### src/rtl/uirq_pkg.sv
package uirq_pkg;
  localparam int SRC_N = 5;

  // Source slots, index 0 is most urgent
  localparam int S_LSR = 0;
  localparam int S_TMO = 1;
  localparam int S_RXD = 2;
  localparam int S_THR = 3;
  localparam int S_MSR = 4;

  // Enable bit positions
  localparam int EN_RXD = 0;
  localparam int EN_THR = 1;
  localparam int EN_LSR = 2;
  localparam int EN_MSR = 3;

  localparam logic [3:0] CODE_NONE = 4'h1;

  function automatic logic [3:0] src_code(input int idx);
    case (idx)
      S_LSR:   return 4'h6;
      S_TMO:   return 4'hC;
      S_RXD:   return 4'h4;
      S_THR:   return 4'h2;
      default: return 4'h0;
    endcase
  endfunction
endpackage

### src/rtl/uirq_src_eval.sv
module uirq_src_eval
  import uirq_pkg::*;
#(
  parameter int CNT_W = 5
) (
  input  logic [3:0]       en_q,
  input  logic             rx_ready,
  input  logic [3:0]       line_err,
  input  logic             fifo_on,
  input  logic [CNT_W-1:0] rx_count,
  input  logic [CNT_W-1:0] rx_trig,
  input  logic             rx_timeout,
  input  logic [3:0]       msr_delta,
  input  logic             thr_pend,
  output logic [SRC_N-1:0] req
);
  logic at_trig;

  assign at_trig = !fifo_on || (rx_count >= rx_trig);

  always_comb begin
    req        = '0;
    req[S_LSR] = en_q[EN_LSR] && (|line_err);
    req[S_TMO] = en_q[EN_RXD] && rx_timeout;
    req[S_RXD] = en_q[EN_RXD] && rx_ready && at_trig;
    req[S_THR] = en_q[EN_THR] && thr_pend;
    req[S_MSR] = en_q[EN_MSR] && (|msr_delta);
  end
endmodule

### src/rtl/uirq_prio_enc.sv
module uirq_prio_enc #(
  parameter int N = 5
) (
  input  logic [N-1:0] req,
  output logic [N-1:0] grant,
  output logic         any
);
  logic [N:0] blocked;

  assign blocked[0] = 1'b0;

  for (genvar i = 0; i < N; i++) begin : g_lvl
    assign grant[i]     = req[i] & ~blocked[i];
    assign blocked[i+1] = blocked[i] | req[i];
  end

  assign any = blocked[N];
endmodule

### src/rtl/uirq_code_mux.sv
module uirq_code_mux
  import uirq_pkg::*;
(
  input  logic [SRC_N-1:0] grant,
  input  logic             fifo_on,
  output logic [7:0]       id_byte
);
  logic [3:0] low;

  always_comb begin
    low = CODE_NONE;
    for (int i = 0; i < SRC_N; i++) begin
      if (grant[i]) low = src_code(i);
    end
  end

  assign id_byte = {{2{fifo_on}}, 2'b00, low};
endmodule

### src/rtl/uirq_thr_latch.sv
module uirq_thr_latch (
  input  logic clk,
  input  logic rst_n,
  input  logic en_thr,
  input  logic en_wr,
  input  logic wr_thr,
  input  logic thr_empty,
  input  logic thr_drained,
  input  logic id_rd,
  input  logic thr_shown,
  output logic pend
);
  logic pend_q;
  logic pend_nxt;
  logic upd;

  // Later assignments override: write > read clear > drain
  always_comb begin
    pend_nxt = pend_q;
    if (thr_drained && en_thr) pend_nxt = 1'b1;
    if (id_rd && thr_shown)    pend_nxt = 1'b0;
    if (en_wr) begin
      if (!wr_thr)                    pend_nxt = 1'b0;
      else if (!en_thr && thr_empty)  pend_nxt = 1'b1;
    end
  end

  assign upd = en_wr | id_rd | thr_drained;

  always_ff @(posedge clk or negedge rst_n) begin
    if (!rst_n)   pend_q <= 1'b0;
    else if (upd) pend_q <= pend_nxt;
  end

  assign pend = pend_q;
endmodule

### src/rtl/uart_int_arbiter.sv
module uart_int_arbiter
  import uirq_pkg::*;
#(
  parameter int CNT_W = 5
) (
  input  logic             clk,
  input  logic             rst_n,
  input  logic [3:0]       en_q,
  input  logic             en_wr,
  input  logic [3:0]       en_wdata,
  input  logic             rx_ready,
  input  logic [3:0]       line_err,
  input  logic             fifo_on,
  input  logic [CNT_W-1:0] rx_count,
  input  logic [CNT_W-1:0] rx_trig,
  input  logic             rx_timeout,
  input  logic [3:0]       msr_delta,
  input  logic             thr_empty,
  input  logic             thr_drained,
  input  logic             id_rd,
  output logic [7:0]       id_byte,
  output logic             irq
);
  logic [SRC_N-1:0] req;
  logic [SRC_N-1:0] grant;
  logic             thr_pend;

  uirq_src_eval #(.CNT_W(CNT_W)) u_src (
    .en_q(en_q), .rx_ready(rx_ready), .line_err(line_err), .fifo_on(fifo_on),
    .rx_count(rx_count), .rx_trig(rx_trig), .rx_timeout(rx_timeout),
    .msr_delta(msr_delta), .thr_pend(thr_pend), .req(req)
  );

  uirq_prio_enc #(.N(SRC_N)) u_prio (
    .req(req), .grant(grant), .any(irq)
  );

  uirq_code_mux u_mux (
    .grant(grant), .fifo_on(fifo_on), .id_byte(id_byte)
  );

  uirq_thr_latch u_thr (
    .clk(clk), .rst_n(rst_n), .en_thr(en_q[EN_THR]), .en_wr(en_wr),
    .wr_thr(en_wdata[EN_THR]), .thr_empty(thr_empty),
    .thr_drained(thr_drained), .id_rd(id_rd),
    .thr_shown(grant[S_THR]), .pend(thr_pend)
  );
endmodule

### config.mk
export PLATFORM = sky130hd
export DESIGN_NAME = uart_int_arbiter
export DESIGN_NICKNAME = d
export VERILOG_FILES = /design/src/rtl/uirq_pkg.sv /design/src/rtl/uirq_src_eval.sv /design/src/rtl/uirq_prio_enc.sv /design/src/rtl/uirq_code_mux.sv /design/src/rtl/uirq_thr_latch.sv /design/src/rtl/uart_int_arbiter.sv
export SDC_FILE = /design/constraint.sdc
export NUM_CORES = 1
export LEC_CHECK = 0
export BUFFER_PORTS_ARGS = -buffer_cell sky130_fd_sc_hd__buf_2
export CORE_AREA = 3 3 40 42
export CTS_CLUSTER_SIZE = 20
export DETAILED_ROUTE_END_ITERATION = 10
export DIE_AREA = 0 0 43 45
export PLACE_DENSITY = 0.68
export SLEW_MARGIN = 20
export SYNTH_ARGS = -nofsm -noshare
export SYNTH_HDL_FRONTEND = slang
export SYNTH_HIERARCHICAL = 1
export SYNTH_SLANG_ARGS = --single-unit
### constraint.sdc
create_clock -name clk -period 3.3 [get_ports clk]
set_input_delay 0.165 -clock clk [delete_from_list [all_inputs] [get_ports clk]]
set_output_delay 0.165 -clock clk [all_outputs]
set_load 0.01 [all_outputs]
==> results of run 1 <==
-- path summary, 6_finish.rpt --
path,startpoint,end,cells after the start
worst max register to register,u_thr/pend$_DFFE_PN0P_,u_thr/pend$_DFFE_PN0P_,4
min in group asynchronous,rst_n,u_thr/pend$_DFFE_PN0P_,2
worst min register to register,u_thr/pend$_DFFE_PN0P_,u_thr/pend$_DFFE_PN0P_,2
max in group asynchronous,rst_n,u_thr/pend$_DFFE_PN0P_,2
worst max-delay path,rx_count[2],id_byte[1],9
worst min-delay path,thr_empty,u_thr/pend$_DFFE_PN0P_,3
-- per-stage QoR --
stage          setup WS, ps  total power, uW  hold slack [ps]
2_1_floorplan          1460             52.0             -131
3_3_place_gp           1130             75.7            -58.5
3_5_place_dp           1100             77.2            -58.2
4_1_cts                1100             78.4              457
5_1_grt                 858             86.8              479
6_report               1130             77.2              446
-- worst max-delay path: stages --
cell and delay (ps):
buf_2 100, ha_1 300, a21o_1 160, a31oi_1 150, o22ai_1 150, nor4b_1 620, inv_1 90, a21oi_1 130
buf_2 140
-- cells in the mapped netlist --
| cell | number | area share (%) |
|---|---|---|
| o31ai_1 | 1 | 2.1 |
| a31oi_1 | 1 | 1.8 |
| dfrtp_1 | 1 | 7.0 |
| nand2b_1 | 2 | 3.5 |
| nand2_1 | 1 | 1.1 |
| o22ai_1 | 1 | 1.8 |
| nor4_2 | 1 | 3.5 |
| nor3_1 | 2 | 2.8 |
| and2_1 | 4 | 7.0 |
| nor4b_1 | 2 | 4.9 |
| buf_4 | 5 | 11 |
| or3b_1 | 1 | 2.5 |
| inv_1 | 7 | 7.4 |
| conb_1 | 1 | 1.1 |
| nor2b_1 | 2 | 3.5 |
| ha_1 | 5 | 18 |
| o41a_1 | 2 | 6.3 |
| nand4b_1 | 1 | 2.5 |
| nand4_1 | 1 | 1.8 |
| nor3b_1 | 2 | 4.2 |
| a21o_1 | 1 | 2.1 |
| a211oi_1 | 1 | 2.1 |
| a21oi_1 | 2 | 2.8 |
-- cell families after synthesis --
group,after synthesis,share of synthesized area (%)
AND/OR/NAND/NOR,19,37.3
buffers and inverters,12,18.0
AO/OA/AOI/OAI,9,19.0
adder cells (fa/ha/maj),5,17.6
flip-flops,1,7.04
other,1,1.06
-- per-layer routing --
metal  vias up  global-route usage [%]  wire (microns)
li1        233                       -               -
met1       171                    11.5             319
met2        30                    15.3             364
met3         0                    1.20             146
met4         0                       0               0
met5         -                       0               0
-- cell type report --
class | instances | area, sq um
Fill cell | 136 | 744
Inverter | 7 | 26.3
Multi-Input combinational cell | 35 | 270
Sequential cell | 1 | 25.0
Tap cell | 15 | 18.8
Timing Repair Buffer | 39 | 200
-- power groups by stage --
stage                     registers [uW]  clock network [uW]  logic (uW)
after floorplan                     14.8                   0        37.2
after global placement              15.0                   0        60.8
final                               15.0                   0        62.2
after detailed placement            14.9                   0        62.3
after CTS                           15.0                   0        63.5
after global routing                15.1                   0        71.7
-- cells in the final DEF (no fill, tap or decap) --
cell type | Yosys | layout
nor3b_1 | 2 | 2
nor4b_1 | 2 | 2
ha_1 | 5 | 5
o41a_1 | 2 | 2
dfrtp_1 | 1 | 1
a21oi_1 | 2 | 2
nand4b_1 | 1 | 1
a31oi_1 | 1 | 1
and2_1 | 4 | 4
o31ai_1 | 1 | 1
nand4_1 | 1 | 1
nand2_1 | 1 | 1
o22ai_1 | 1 | 1
a21o_1 | 1 | 1
dlygate4sd3_1 | 0 | 1
nor4_2 | 1 | 1
inv_1 | 7 | 7
nor3_1 | 2 | 2
a211oi_1 | 1 | 1
nand2b_1 | 2 | 2
or3b_1 | 1 | 1
buf_2 | 0 | 38
conb_1 | 1 | 2
nor2b_1 | 2 | 2
==> flow_summary.yaml, run 1 <==
status:
  outcome: "finished, final reports clean"
timing:
  fmax_mhz: 461
  setup_violations: 0
  max_slew_margin_pct: 52.2
  worst_pin_slew_ps: 707
  fin_skew_ps: 0
  rsz0062_at_grt: "false"
  setup-tns-final_ps: 0
  drv_slew: 0
  timing.final.crit_share_pct: 65.7
  final-hold-violation-count: 0
  fin_crit_ps: 2170
pwr:
  p_leak_uw: 0.000304
  combPwrFrac_pct: 80.6
  p_clk_share_pct: 0
  swShare_pct: 37.2
  power_density_nw_per_um2: 143
  cell_internal_pwr_uw: 48.5
  p_switching_uw: 28.7
  seqPwrFrac_pct: 19.4
  peakVddDrop_uv: 90.2
setup_path:
  cp.arrival_ps: 2000
  crit_type: "in2out"
  critPathCaptureType: "output port"
  critPathRequiredTime_ps: 3130
  crit_path_start_kind: "input pin"
  rrSetupSlack_ps: 1820
  crit_fanout: 5
layout:
  synthToLayoutAreaGrowth_pct: 52.1
  instances_no_fill: 97
  largest_register_ff_count: 1
  final_nets: 124
  utilization_pct: 42.1
  postLayoutCellArea_sq_um: 541
  drive_above_1_share_pct: 47.6
  antenna_cells: 0
logic_synthesis:
  syn_inst: 47
  yosys_warnings: 6
  synth_cell_type_count: 23
  ys_seq_area_share_pct: 7.04
  syn-mean-instance-area_sq_um: 7.56
  syn_area_sq_um: 355
  ys_ff_latch: 1
place:
  placed_cell_area_sq_um: 531
  gp_congestion: 0.611
  dp_hpwl_microns: 790
  dp.cells: 96
  port_buffers: 38
grt:
  grt_pass1_wl_microns: 1370
  gr-total-overflow: 0
  grt_pass1_vias: 373
  grt_max_degree: 7
  grt_antenna_before_repair: 0
  grt_usage_pct: 8.47
route:
  vias_per_cell: 4.47
  route.antenna.remaining_nets: 0
  routed_wl_microns: 830
  drtIter0Drc: 4
  vias: 434
  drt_first_pass_iters: 2
  drc: 0
  post_drt_wl_per_cell_microns: 8.56
floorplan:
  start_util_pct: 27.7
  rows: 13
  fp.coreArea_sq_um: 1280
  die_area_sq_um: 1940
  ios: 44
  die_w_microns: 43
  die_h_microns: 45
clock_tree:
  path_clk_slew_ps: 0
  postCtsSetupBuffers: 0
  cts.repair.resized: 0
  postCtsHoldBufs: 1
  clk_latency_ps: 0
job:
  max_cap_viol_count: 0
min_path:
  hold_class: "in2reg"
Power figures use the tool's default switching activity.
==> inputs of run 2 (changes only) <==
- PLACE_DENSITY: 0.68 -> 0.71
- clock period: 3.3 -> 1.8 ns (I/O delays scaled with it)
==> flow_summary.yaml, run 2 (synthesized netlist as in run 1, its figures left out) <==
status:
  outcome: "finished, final reports clean"
pwr:
  seqPwrFrac_pct: 15.7
  p_switching_uw: 66.0
  combPwrFrac_pct: 84.3
  peakVddDrop_uv: 163
  p_leak_uw: 0.000333
  cell_internal_pwr_uw: 109
  total_power_uw: 175
  power_density_nw_per_um2: 275
  p_clk_share_pct: 0
  swShare_pct: 37.8
route:
  drc: 0
  route.antenna.remaining_nets: 0
  post_drt_wl_per_cell_microns: 9.24
  drt_first_pass_iters: 1
  drtIter0Drc: 0
  routed_wl_microns: 915
  vias: 451
  vias_per_cell: 4.56
timing:
  worst_slack_ps: 10.4
  rsz0062_at_grt: "true"
  setup-tns-final_ps: 0
  setup_violations: 0
  drv_slew: 0
  fmax_mhz: 559
  timing.final.crit_share_pct: 99.4
  fin_crit_ps: 1790
  final-hold-violation-count: 0
  fin_skew_ps: 0
layout:
  drive_above_1_share_pct: 60.7
  layout_common_cells: "buf_2 (37), inv_1 (6), ha_1 (4)"
  final_common_cell: "buf_2"
  utilization_pct: 49.4
  antenna_cells: 0
  final_nets: 126
  largest_register_ff_count: 1
  synthToLayoutAreaGrowth_pct: 78.5
  postLayoutCellArea_sq_um: 634
floorplan:
  start_util_pct: 27.7
  die_w_microns: 43
  rows: 13
  fp.coreArea_sq_um: 1280
  die_h_microns: 45
  die_area_sq_um: 1940
  ios: 44
setup_path:
  crit_type: "in2out"
  cp.arrival_ps: 1700
  crit_fanout: 3
  critPathCaptureType: "output port"
  crit_path_start_kind: "input pin"
  critPathRequiredTime_ps: 1710
clock_tree:
  clk_latency_ps: 0
  postCtsSetupBuffers: 0
  path_clk_slew_ps: 0
place:
  preCtsSetupSlack_ps: -72.9
  placed_cell_area_sq_um: 546
  port_buffers: 38
  dp_hpwl_microns: 780
  gp_congestion: 0.612
job:
  max_cap_viol_count: 0
grt:
  grt_max_degree: 7
  gr-total-overflow: 0
  grt_pass1_vias: 375
  grt_usage_pct: 8.64
  grt_antenna_before_repair: 0
  grt_pass1_wl_microns: 1380
min_path:
  hold_class: "in2reg"
==> run 2: changes by cell type in the layout (fill, tap and decap cells not counted), sizes merged <==
cell and delta:
buf +2
==> run 2: critical path, stage by stage <==
cell and delay, ps:
buf_6 100, inv_4 40, ha_4 200, a21o_1 200, a31oi_4 140, o22ai_2 110, nor3b_4 170, or3b_1 380
a21oi_2 130, buf_2 130
==> run 2: repair_timing <==
item	CTS	global route
setup endpoints to repair	4	5
hold endpoints to repair	1	0
hold buffers	1	0
resized for setup	6	9
pin swaps	3	7
==> run 2: metal layers <==
metal / up-vias / share of wire (%) / global-route usage, %
met4: 0 / 0 / 0
li1: 238 / - / -
met2: 31 / 44 / 15.0
met5: - / 0 / 0
met3: 0 / 16 / 0.398
met1: 182 / 40 / 12.7
==> run 2: final timing paths <==
kind                                         from                endpoint  slack [ps]  cells past startpoint
max                                    rx_trig[2]              id_byte[1]          10                     10
min                                     thr_empty  u_thr/pend$_DFFE_PN0P_         370                      3
max reg2reg                u_thr/pend$_DFFE_PN0P_  u_thr/pend$_DFFE_PN0P_         530                      5
min reg2reg                u_thr/pend$_DFFE_PN0P_  u_thr/pend$_DFFE_PN0P_         600                      2
max in group asynchronous                   rst_n  u_thr/pend$_DFFE_PN0P_        1300                      2
min in group asynchronous                   rst_n  u_thr/pend$_DFFE_PN0P_         410                      2
==> run 2: power by group through the flow <==
stage | Sequential [uW] | Combinational [uW] | Clock (uW)
2_1_floorplan | 27.2 | 68.2 | 0
3_3_place_gp | 27.4 | 115 | 0
3_5_place_dp | 27.5 | 118 | 0
4_1_cts | 27.5 | 130 | 0
5_1_grt | 28.0 | 164 | 0
6_report | 27.4 | 147 | 0
==> run 2: cell type report <==
| type | instances | area (sq um) |
|---|---|---|
| Multi-Input combinational cell | 35 | 340 |
| Sequential cell | 1 | 25.0 |
| Fill cell | 128 | 651 |
| Tap cell | 15 | 18.8 |
| Inverter | 7 | 28.8 |
| Timing Repair Buffer | 41 | 221 |
==> run 2: stage by stage <==
stage | hold WS [ps] | std cells
global route | 396 | 99
finish | 371 | 99
global placement | -134 | 98
detailed placement | -133 | 98
floorplan | -206 | 48
CTS | 369 | 99
==> inputs of run 3 (changes only) <==
- ABC_AREA: unset -> 1
- CORE_AREA: 3 3 40 42 -> unset
- CORE_MARGIN: unset -> 3
- CORE_UTILIZATION: unset -> 31
- DIE_AREA: 0 0 43 45 -> unset
- PLACE_DENSITY: 0.71 -> 0.75
==> flow_summary.yaml, run 3 <==
place:
  preCtsSetupSlack_ps: 132
  dp_hpwl_microns: 931
  gp_congestion: 0.654
  port_buffers: 38
logic_synthesis:
  synth_cell_type_count: 17
  yosys_warnings: 6
  yosysMostFrequentCell: "inv_1"
  synth_ff_type: "dfrtp_1"
  syn_area_sq_um: 432
  ys_ff_latch: 1
  synth_area_leader_cell: "inv_1"
  synth_edf_count: 0
  synth_top_area_share_pct: 19.1
  netlist_top_cells_count: "inv_1 (22), nand2_1 (20), nor2_1 (11), buf_4 (5), ha_1 (5)"
  ys_seq_area_share_pct: 5.80
  syn-mean-instance-area_sq_um: 5.40
  yosys-top-cells-area: "inv_1 (19%), nand2_1 (17%), ha_1 (14%), nor2_1 (9.6%), buf_4 (8.7%)"
  syn_inst: 80
  async_flop_share_pct: 100
layout:
  antenna_cells: 0
  drive_above_1_share_pct: 42.2
  final_common_cell: "buf_2"
  utilization_pct: 52.5
  layout_common_cells: "buf_2 (38), inv_1 (21), nand2_1 (20)"
  final_nets: 158
  largest_register_ff_count: 1
  synthToLayoutAreaGrowth_pct: 46.1
  nFillCells: 139
grt:
  grt_max_degree: 6
  gr-total-overflow: 0
  grt_usage_pct: 10.1
  grt_pass1_wl_microns: 1620
  grt_pass1_vias: 459
  grt_antenna_before_repair: 0
setup_path:
  crit_path_start_kind: "input pin"
  rrSetupSlack_ps: 860
  critPathCaptureType: "output port"
  reg2reg_depth: 7
  critPathRequiredTime_ps: 1710
  crit_fanout: 4
  cp.arrival_ps: 1510
  crit_type: "in2out"
  r2r_start: "u_thr/pend$_DFFE_PN0P_"
  worstReg2RegEnd: "u_thr/pend$_DFFE_PN0P_"
timing:
  setup_violations: 0
  drv_slew: 0
  fin_crit_ps: 1600
  whs_ps: 350
  final-hold-violation-count: 0
  fmax_mhz: 623
  worst_slack_ps: 195
  fin_skew_ps: 0
  timing.final.crit_share_pct: 89.2
floorplan:
  die_h_microns: 43.3
  start_util_pct: 35.9
  rows: 12
  die_w_microns: 43.3
  ios: 44
  die_area_sq_um: 1880
  fp.coreArea_sq_um: 1200
route:
  routed_wl_microns: 967
  drt_first_pass_iters: 1
  vias_per_cell: 4.12
  route.antenna.remaining_nets: 0
  post_drt_wl_per_cell_microns: 7.44
  drc: 0
  drtIter0Drc: 0
  vias: 535
min_path:
  whs_endpoint: "u_thr/pend$_DFFE_PN0P_"
  min_from: "thr_empty"
  hold_class: "in2reg"
  min_path_cells: 3
pwr:
  total_power_uw: 165
  power_density_nw_per_um2: 262
  peakVddDrop_uv: 86.0
  p_leak_uw: 0.000428
status:
  outcome: "finished, final reports clean"
job:
  max_cap_viol_count: 0
clock_tree:
  clk_latency_ps: 0
  path_clk_slew_ps: 0
  postCtsSetupBuffers: 0
[run 3: changes by cell type in the layout (fill, tap and decap cells not counted), moves of 2 or more]
cell	change
nor3_2	+2
a21boi_0	+2
nand3_1	+2
nor2_1	+10
inv_1	+15
o41a_1	-2
nand2_1	+19
and2_1	-3
nor2_2	+4
nor2b_1	-2
nor3_1	-2
[run 3: power by group]
part / leakage, uW / internal (uW) / total [uW] / switching, uW
combinational: 0.000416 / 68.0 / 137 / 69.5
clock: 0 / 0 / 0 / 0
sequential: 0.0000118 / 26.2 / 27.9 / 1.71
[run 3: how the worst max path moves through the flow]
stage | end | from | slack (ps)
2_1_floorplan | id_byte[1] | rx_trig[4] | 360
3_3_place_gp | id_byte[3] | rx_count[4] | 160
3_5_place_dp | id_byte[1] | rx_count[4] | 130
4_1_cts | id_byte[2] | rx_trig[4] | 130
5_1_grt | id_byte[0] | rx_trig[4] | -0.04
6_report | id_byte[3] | rx_trig[4] | 200
[run 3: what timing repair did]
action | 4_1_cts | 5_1_grt
hold endpoints to repair | 1 | 0
hold buffers | 1 | 0
gates resized for setup | 0 | 3
setup endpoints to repair | 0 | 4
[run 3: through the flow]
step           TNS [ps]  std cells  instance area [sq um]
6_report              0        130                    631
5_1_grt         -0.0405        130                    631
4_1_cts               0        130                    623
3_5_place_dp          0        129                    613
3_3_place_gp          0        129                    613
2_1_floorplan         0         81                    435
[run 3: cell families (layout without fill, tap and decap cells)]
family                     after synthesis  in the layout  share of synthesized area, %
other                                    1              2                         0.869
AOI/OAI and AO/OA                        4              4                          6.66
buffers and inverters                   27             62                          27.8
adders and majority gates                5              5                          14.5
and+or+nand+nor                         42             42                          44.3
DFF                                      1              1                          5.80
[run 3: area by class of cell]
| cell class | instances | area, sq um | area share [%] |
|---|---|---|---|
| repair buffers | 40 | 208 | 32.9 |
| inverters | 22 | 82.6 | 13.1 |
| well taps | 14 | 17.5 | 2.78 |
| multi-input cells | 53 | 298 | 47.2 |
| flip-flops and latches | 1 | 25.0 | 3.97 |
[run 3: per-layer routing]
metal	share of wire, %	track usage (%)	vias up
li1	-	-	301
met1	35	10.6	215
met2	56	21.8	19
met3	8.2	0.847	0
met4	0	0	0
met5	0	0	-
[run 3: critical path: stages]
cell and delay [ps]:
buf_2 70, inv_1 30, ha_1 300, nand3_1 90
nor2_1 110, nor2_1 50, nor2_1 100, inv_2 70
nand3_2 70, nor2_2 40, or2_4 260, nor3_2 90
buf_2 140
